### src/rtl/deint_pkg.sv
package deint_pkg;
    typedef enum logic [1:0] {
        ST_HUNT = 2'd0,
        ST_HEAD = 2'd1,
        ST_TAIL = 2'd2
    } deint_state_t;
endpackage

### src/rtl/lane_reorder.sv
module lane_reorder #(
    parameter int LANE_W = 8
) (
    input  logic              rev,
    input  logic [LANE_W-1:0] lane_in,
    output logic [LANE_W-1:0] lane_out
);
    for (genvar i = 0; i < LANE_W; i++) begin : g_bit
        assign lane_out[i] = rev ? lane_in[LANE_W-1-i] : lane_in[i];
    end
endmodule

### src/rtl/frame_fsm.sv
module frame_fsm
    import deint_pkg::*;
(
    input  logic         clk,
    input  logic         rst_n,
    input  logic         tx_en,
    input  logic         frame_in,
    output deint_state_t state,
    output logic         load_head,
    output logic         load_tail
);
    deint_state_t state_nxt;

    always_ff @(posedge clk) begin
        if (!rst_n) state <= ST_HUNT;
        else        state <= state_nxt;
    end

    always_comb begin
        state_nxt = state;
        load_head = 1'b0;
        load_tail = 1'b0;
        if (!tx_en) begin
            state_nxt = ST_HUNT;                // GATE
        end else if (frame_in) begin
            state_nxt = ST_TAIL;                // SYNC
            load_head = 1'b1;
        end else begin
            unique case (state)
                ST_HUNT: state_nxt = ST_HUNT;   // IDLE
                ST_HEAD: begin                  // CONT
                    state_nxt = ST_TAIL;
                    load_head = 1'b1;
                end
                ST_TAIL: begin                  // DONE
                    state_nxt = ST_HEAD;
                    load_tail = 1'b1;
                end
                default: state_nxt = ST_HUNT;
            endcase
        end
    end
endmodule

### src/rtl/word_assembler.sv
module word_assembler #(
    parameter int LANE_W = 8,
    localparam int WORD_W = 2 * LANE_W
) (
    input  logic              clk,
    input  logic              rst_n,
    input  logic              tx_en,
    input  logic              load_head,
    input  logic              load_tail,
    input  logic [LANE_W-1:0] first_byte,
    input  logic [LANE_W-1:0] second_byte,
    output logic [WORD_W-1:0] word_a,
    output logic [WORD_W-1:0] word_b,
    output logic              word_valid
);
    logic [WORD_W-1:0] head_hold;
    logic [WORD_W-1:0] pair_word;

    assign pair_word = {first_byte, second_byte};

    always_ff @(posedge clk) begin
        if (!rst_n || !tx_en) begin
            head_hold  <= '0;
            word_a     <= '0;
            word_b     <= '0;
            word_valid <= 1'b0;
        end else begin
            word_valid <= 1'b0;
            if (load_head) head_hold <= pair_word;
            if (load_tail) begin
                word_a     <= head_hold;
                word_b     <= pair_word;
                word_valid <= 1'b1;
            end
        end
    end
endmodule

### src/rtl/ddr_frame_deint.sv
module ddr_frame_deint
    import deint_pkg::*;
#(
    parameter int LANE_W = 8,
    localparam int WORD_W = 2 * LANE_W
) (
    input  logic              clk,
    input  logic              rst_n,
    input  logic              tx_en,
    input  logic              lane_rev,
    input  logic              frame_in,
    input  logic [LANE_W-1:0] byte_rise,
    input  logic [LANE_W-1:0] byte_fall,
    output logic [WORD_W-1:0] chan_a,
    output logic [WORD_W-1:0] chan_b,
    output logic              out_valid
);
    logic [LANE_W-1:0] rise_ord;
    logic [LANE_W-1:0] fall_ord;
    logic              load_head;
    logic              load_tail;
    logic [WORD_W-1:0] word_a;
    logic [WORD_W-1:0] word_b;
    logic              word_valid;
    deint_state_t      fsm_state;

    lane_reorder #(.LANE_W(LANE_W)) u_rev_rise (
        .rev(lane_rev), .lane_in(byte_rise), .lane_out(rise_ord)
    );
    lane_reorder #(.LANE_W(LANE_W)) u_rev_fall (
        .rev(lane_rev), .lane_in(byte_fall), .lane_out(fall_ord)
    );

    frame_fsm u_fsm (
        .clk(clk), .rst_n(rst_n), .tx_en(tx_en), .frame_in(frame_in),
        .state(fsm_state), .load_head(load_head), .load_tail(load_tail)
    );

    word_assembler #(.LANE_W(LANE_W)) u_asm (
        .clk(clk), .rst_n(rst_n), .tx_en(tx_en),
        .load_head(load_head), .load_tail(load_tail),
        .first_byte(rise_ord), .second_byte(fall_ord),
        .word_a(word_a), .word_b(word_b), .word_valid(word_valid)
    );

    // Transmit gate acts on the ports at once; the registers clear on the next edge.
    assign chan_a    = tx_en ? word_a : '0;
    assign chan_b    = tx_en ? word_b : '0;
    assign out_valid = tx_en & word_valid;
endmodule

### config.mk
export PLATFORM = sky130hd
export DESIGN_NAME = ddr_frame_deint
export DESIGN_NICKNAME = d
export VERILOG_FILES = /design/src/rtl/deint_pkg.sv /design/src/rtl/lane_reorder.sv /design/src/rtl/frame_fsm.sv /design/src/rtl/word_assembler.sv /design/src/rtl/ddr_frame_deint.sv
export SDC_FILE = /design/constraint.sdc
export NUM_CORES = 1
export LEC_CHECK = 0
export CORE_ASPECT_RATIO = 1.5
export CORE_MARGIN = 2
export CORE_UTILIZATION = 40
export CTS_BUF_LIST = sky130_fd_sc_hd__clkbuf_8
export DETAILED_ROUTE_END_ITERATION = 10
export GPL_TIMING_DRIVEN = 0
export PLACE_DENSITY = 0.68
export SLEW_MARGIN = 30
export SYNTH_ARGS = -nofsm -noshare
export SYNTH_HDL_FRONTEND = slang
export SYNTH_SLANG_ARGS = --single-unit
### constraint.sdc
create_clock -name clk -period 1.51 [get_ports clk]
set_clock_uncertainty 0.15 [all_clocks]
set_input_delay 0.2265 -clock clk [delete_from_list [all_inputs] [get_ports clk]]
set_output_delay 0.2265 -clock clk [all_outputs]
set_load 0.05 [all_outputs]
-- After elaboration in Yosys (flattened, before gate mapping)
Cells that the tools add are included.
- bits in registers: 51
- bits of input ports: 21
- equality and inequality tests: 2
- muxes and demuxes: 27
- bitwise gates (word level): 3
- reductions and logical operators: 5
- operator list (operator ; count):
    $mux 16 ; 2
    $mux 1 ; 23
    $pmux 2 s2 ; 1
    $reduce_or 3->1 ; 1
    $eq 2x1->1 const B ; 1
    $eq 2x2->1 const B ; 1
    $logic_not 1->1 ; 2
    $mux 2 ; 1
    $not 1->1 ; 2
    $reduce_and 2->1 ; 1
    $and 1x1->1 ; 1
    $logic_or 1x1->1 ; 1

-- Longest topological paths before layout
- depth after elaboration: 5
- mapped depth: 6
- gate-level depth less buffers: 3

-- Cells and area by module
From an unflattened synthesis, not the netlist that was laid out.
- cells, all modules: 220
- area total of the unflattened synthesis: 2413.6 um^2
- by module, submodules not included (module ; times used ; cells each ; area an instance (um^2)):
    word_assembler ; 1 ; 158 ; 1790.5
    ddr_frame_deint ; 1 ; 36 ; 262.8
    lane_reorder ; 2 ; 9 ; 131.4
    frame_fsm ; 1 ; 8 ; 97.6

-- Worst setup path before layout
No wires, ideal clock.
- path type: input -> register
- from: in frame_in
- to: reg u_asm.word_b[0]
- library setup time: 86 ps
- arrival: 1018 ps
- data required time: 1274 ps
- path slack: 257 ps
- stages: 6
- path buffers: 3
- cells stage by stage: buf_6 > and4bb_1 > buf_4 > buf_6 > nor2_1 > a211oi_1
- longest elaborated chain between the ends: 2
- RTL lines (item ; RTL line ; source):
    from (decl) ; ddr_frame_deint.sv:11 ; input logic frame_in,
    $mux 1 ; frame_fsm.sv:25 ; end else if (frame_in) begin
    $mux 1 ; frame_fsm.sv:23 ; if (!tx_en) begin
    to (signal assigned) ; word_assembler.sv:32 ; word_b <= pair_word;
    to (decl) ; word_assembler.sv:13 ; output logic [WORD_W-1:0] word_b,
No other way between the ends.
A chain may end at the register's enable or synchronous reset.

-- Final worst setup path
- from: in tx_en
- to: out chan_b[14]
- longest elaborated chain between the ends: 1
- RTL lines (item ; RTL line ; source):
    from (decl) ; ddr_frame_deint.sv:9 ; input logic tx_en,
    $mux 16 ; ddr_frame_deint.sv:48 ; assign chan_b = tx_en ? word_b : '0;
    to (decl) ; ddr_frame_deint.sv:15 ; output logic [WORD_W-1:0] chan_b,
No other way between the ends.

==> results.yml <==
run_status:
  status: "complete, no violations"
placement:
  place.gp.congestion: 0.731
  placed_cell_area_mm2: 0.00279
  dp_slack_ps: -1200
  portBuffers: 51
  hpwl_um: 3700
route:
  dr_total_vias: 1823
  drt-pass1-iter-count: 4
  drtIter0Drc: 36
  ant_nets: 0
  routed_via_density: 4.90
  drcViolationCount: 0
  drt-total-wl_um: 4820
  wire_per_inst_um: 13.0
global_route:
  antenna_found_initial: 0
  grt_max_degree: 16
  grt-ovfl-total: 0
  grt_pass1_wl_um: 7940
  grt.total_usage_pct: 16.6
  grt_pass1_vias: 1701
critical_path:
  endpoint: "chan_b[14]"
  startpoint_type: "primary input"
  reg2reg_from: "u_fsm.state[1]"
  endpoint_kind: "output port"
  crit_start: "tx_en"
  crit_path_max_fanout: 10
  crit_type: "in2out"
  rrSetupSlack_ps: 110
  crit_required_ps: 1130
  ff2ff_path_depth: 4
  r2r_end: "u_asm.head_hold[8]"
  arrival_ps: 1080
min_path:
  hold_path.class: "in2reg"
final_layout:
  diodes: 0
  fin_nets: 322
  drive_gt1_share_pct: 19.9
  nFillCells: 553
  areaGrowthSynthToFinish_pct: 27.8
  final_area_mm2: 0.00281
timing:
  period_minus_slack_ps: 1450
  tightest_slew_ps: 502
  hold_viol: 0
  period_share_pct: 96.2
  fmax_ghz: 0.688
  setup_viol: 0
  worst_slack_ps: 56.8
  slew_viol_final: 0
  slew_headroom_pct: 66.5
  rsz0062_at_grt: "yes"
power:
  combPwrFrac_pct: 10.2
  finalPower_mw: 2.38
  switching_share_pct: 24.3
  clkPwrFrac_pct: 31.6
  power_density_mw_per_mm2: 847
  peakVddDrop_mv: 0.551
  leakagePower_nw: 1.10
  p_sw_mw: 0.578
  p_int_mw: 1.80
  seqPwrFrac_pct: 58.2
floorplan:
  core_mm2: 0.00537
  pin_count: 54
  core.rowCount: 33
  dieHeight_um: 94.7
  die-area_mm2: 0.00611
  initial_utilization_pct: 40.9
  fp.dieW_um: 64.5
synth:
  synth_fp_nets: 264
  synth_area_leaders: "dfxtp_1 47%, a211oi_1 11%, and2_1 10%"
  post-synth-top-count-cell: "dfxtp_1"
  yosys_register_bits: 51
  async_reset_ff_share_pct: 0
  yosysTopAreaCellShare_pct: 46.5
  synth_ff_type: "dfxtp_1"
  syn_avg_cell_area_um2: 9.03
  synth-edff-count: 0
  ys_seq_area_share_pct: 46.5
  synth_cells: 243
  yosys.area.top_type: "dfxtp_1"
  synth_area_mm2: 0.00219
  synth_warnings: 0
  ys_types: 18
  synth_commonest_cells: "51 x dfxtp_1, 35 x and2_1, 34 x nand2_1"
clocking:
  ctsHoldBuffers: 0
  cts.path.max_buffers: 2
  cts_root_buf: "clkbuf_8"
  clk_latency_ps: 300
  clk_pin_slew_ps: 90
  clock_sinks: 51
  cts-htree-levels: 2
  cts_tree: "done"
  cts_buffers: 5
job:
  max_cap_violations: 0
[cell type report]
| class | count | area [um2] | area share [%] |
|---|---|---|---|
| clock inverters | 3 | 16.3 | 0.580 |
| well taps | 70 | 87.6 | 3.12 |
| inverters | 1 | 3.75 | 0.134 |
| repair buffers | 51 | 422 | 15.0 |
| multi-input cells | 169 | 1040 | 37.2 |
| clock buffers | 5 | 68.8 | 2.45 |
| flip-flops and latches | 51 | 1020 | 36.4 |
| plain buffers | 22 | 141 | 5.04 |
[routing by layer]
metal,GRT usage [%],vias to the layer above,share of wire [%]
met5,0,-,0
met4,4.79,0,1.5
met3,3.34,5,3.7
met2,30.8,34,52
met1,19.2,836,43
li1,-,948,-
[worst min path at each step]
stage / start / endpoint / depth (start not counted)
floorplan: rst_n / u_asm.word_valid / 1
global placement: u_asm.word_a[8] / u_asm.word_a[8] / 2
detailed placement: u_asm.word_a[10] / u_asm.word_a[10] / 2
CTS: frame_in / u_fsm.state[1] / 3
global route: frame_in / u_fsm.state[1] / 3
finish: frame_in / u_fsm.state[1] / 3
[repair_timing]
item,in CTS,in global routing
gates resized for setup,198,14
cloned,0,0
buffers inserted,0,0
setup endpoints to repair,69,42
[through the flow]
stage | TNS (ps) | hold WS (ps) | std cells | utilization (%)
6_report | 0 | 55.0 | 372 | 52.3
5_1_grt | -1.98 | 78.1 | 372 | 52.3
3_5_place_dp | -55030 | 293 | 364 | 52.0
4_1_cts | 0 | 44.1 | 372 | 52.4
3_3_place_gp | -53670 | 289 | 364 | 52.0
2_1_floorplan | 0 | 198 | 243 | -
[sequential cells by signal (all words and copies together) (netlist names)]
name              flops
u_asm.head_hold      16
u_fsm.state           2
u_asm.word_b         16
u_asm.word_valid      1
u_asm.word_a         16
[power groups by stage]
| stage | sequential [mW] | clock [mW] | combinational [mW] |
|---|---|---|---|
| after CTS | 1.38 | 0.770 | 0.245 |
| after floorplan | 1.41 | 0 | 0.143 |
| after global placement | 1.41 | 0 | 0.240 |
| after global routing | 1.39 | 0.821 | 0.268 |
| final | 1.38 | 0.750 | 0.243 |
| after detailed placement | 1.41 | 0 | 0.243 |
[cells by family (layout without fill, tap and decap cells)]
group / after synthesis / after routing / share of synthesized area (%)
simple gates: 104 / 104 / 25.4
buf+inv: 23 / 82 / 5.99
compound gates: 49 / 49 / 14.8
mux: 16 / 16 / 7.30
flops: 51 / 51 / 46.5
[worst max-delay path: stages]
cell             delay (ps)
clkdlybuf4s15_2         290
buf_4                   200
and2_1                  160
buf_4                   200
[cells in the final DEF (no fill, tap or decap)]
cell | synthesis | final
buf_2 | 5 | 8
clkinv_2 | 0 | 1
clkbuf_2 | 1 | 3
and2_1 | 35 | 35
inv_1 | 1 | 2
nand4bb_1 | 1 | 1
clkbuf_1 | 8 | 3
dfxtp_1 | 51 | 51
a21oi_1 | 17 | 17
buf_6 | 3 | 3
nand2_1 | 34 | 34
nor2_1 | 16 | 16
mux2i_1 | 16 | 16
and4bb_1 | 1 | 1
clkdlybuf4s50_1 | 0 | 17
nor3b_1 | 16 | 16
clkdlybuf4s15_2 | 0 | 1
buf_4 | 4 | 36
clkinvlp_4 | 0 | 1
a211oi_1 | 32 | 32
clkbuf_8 | 0 | 5
clkbuf_4 | 0 | 1
buf_1 | 1 | 1
nand2b_2 | 0 | 1
(Power assumes the default switching activity.)
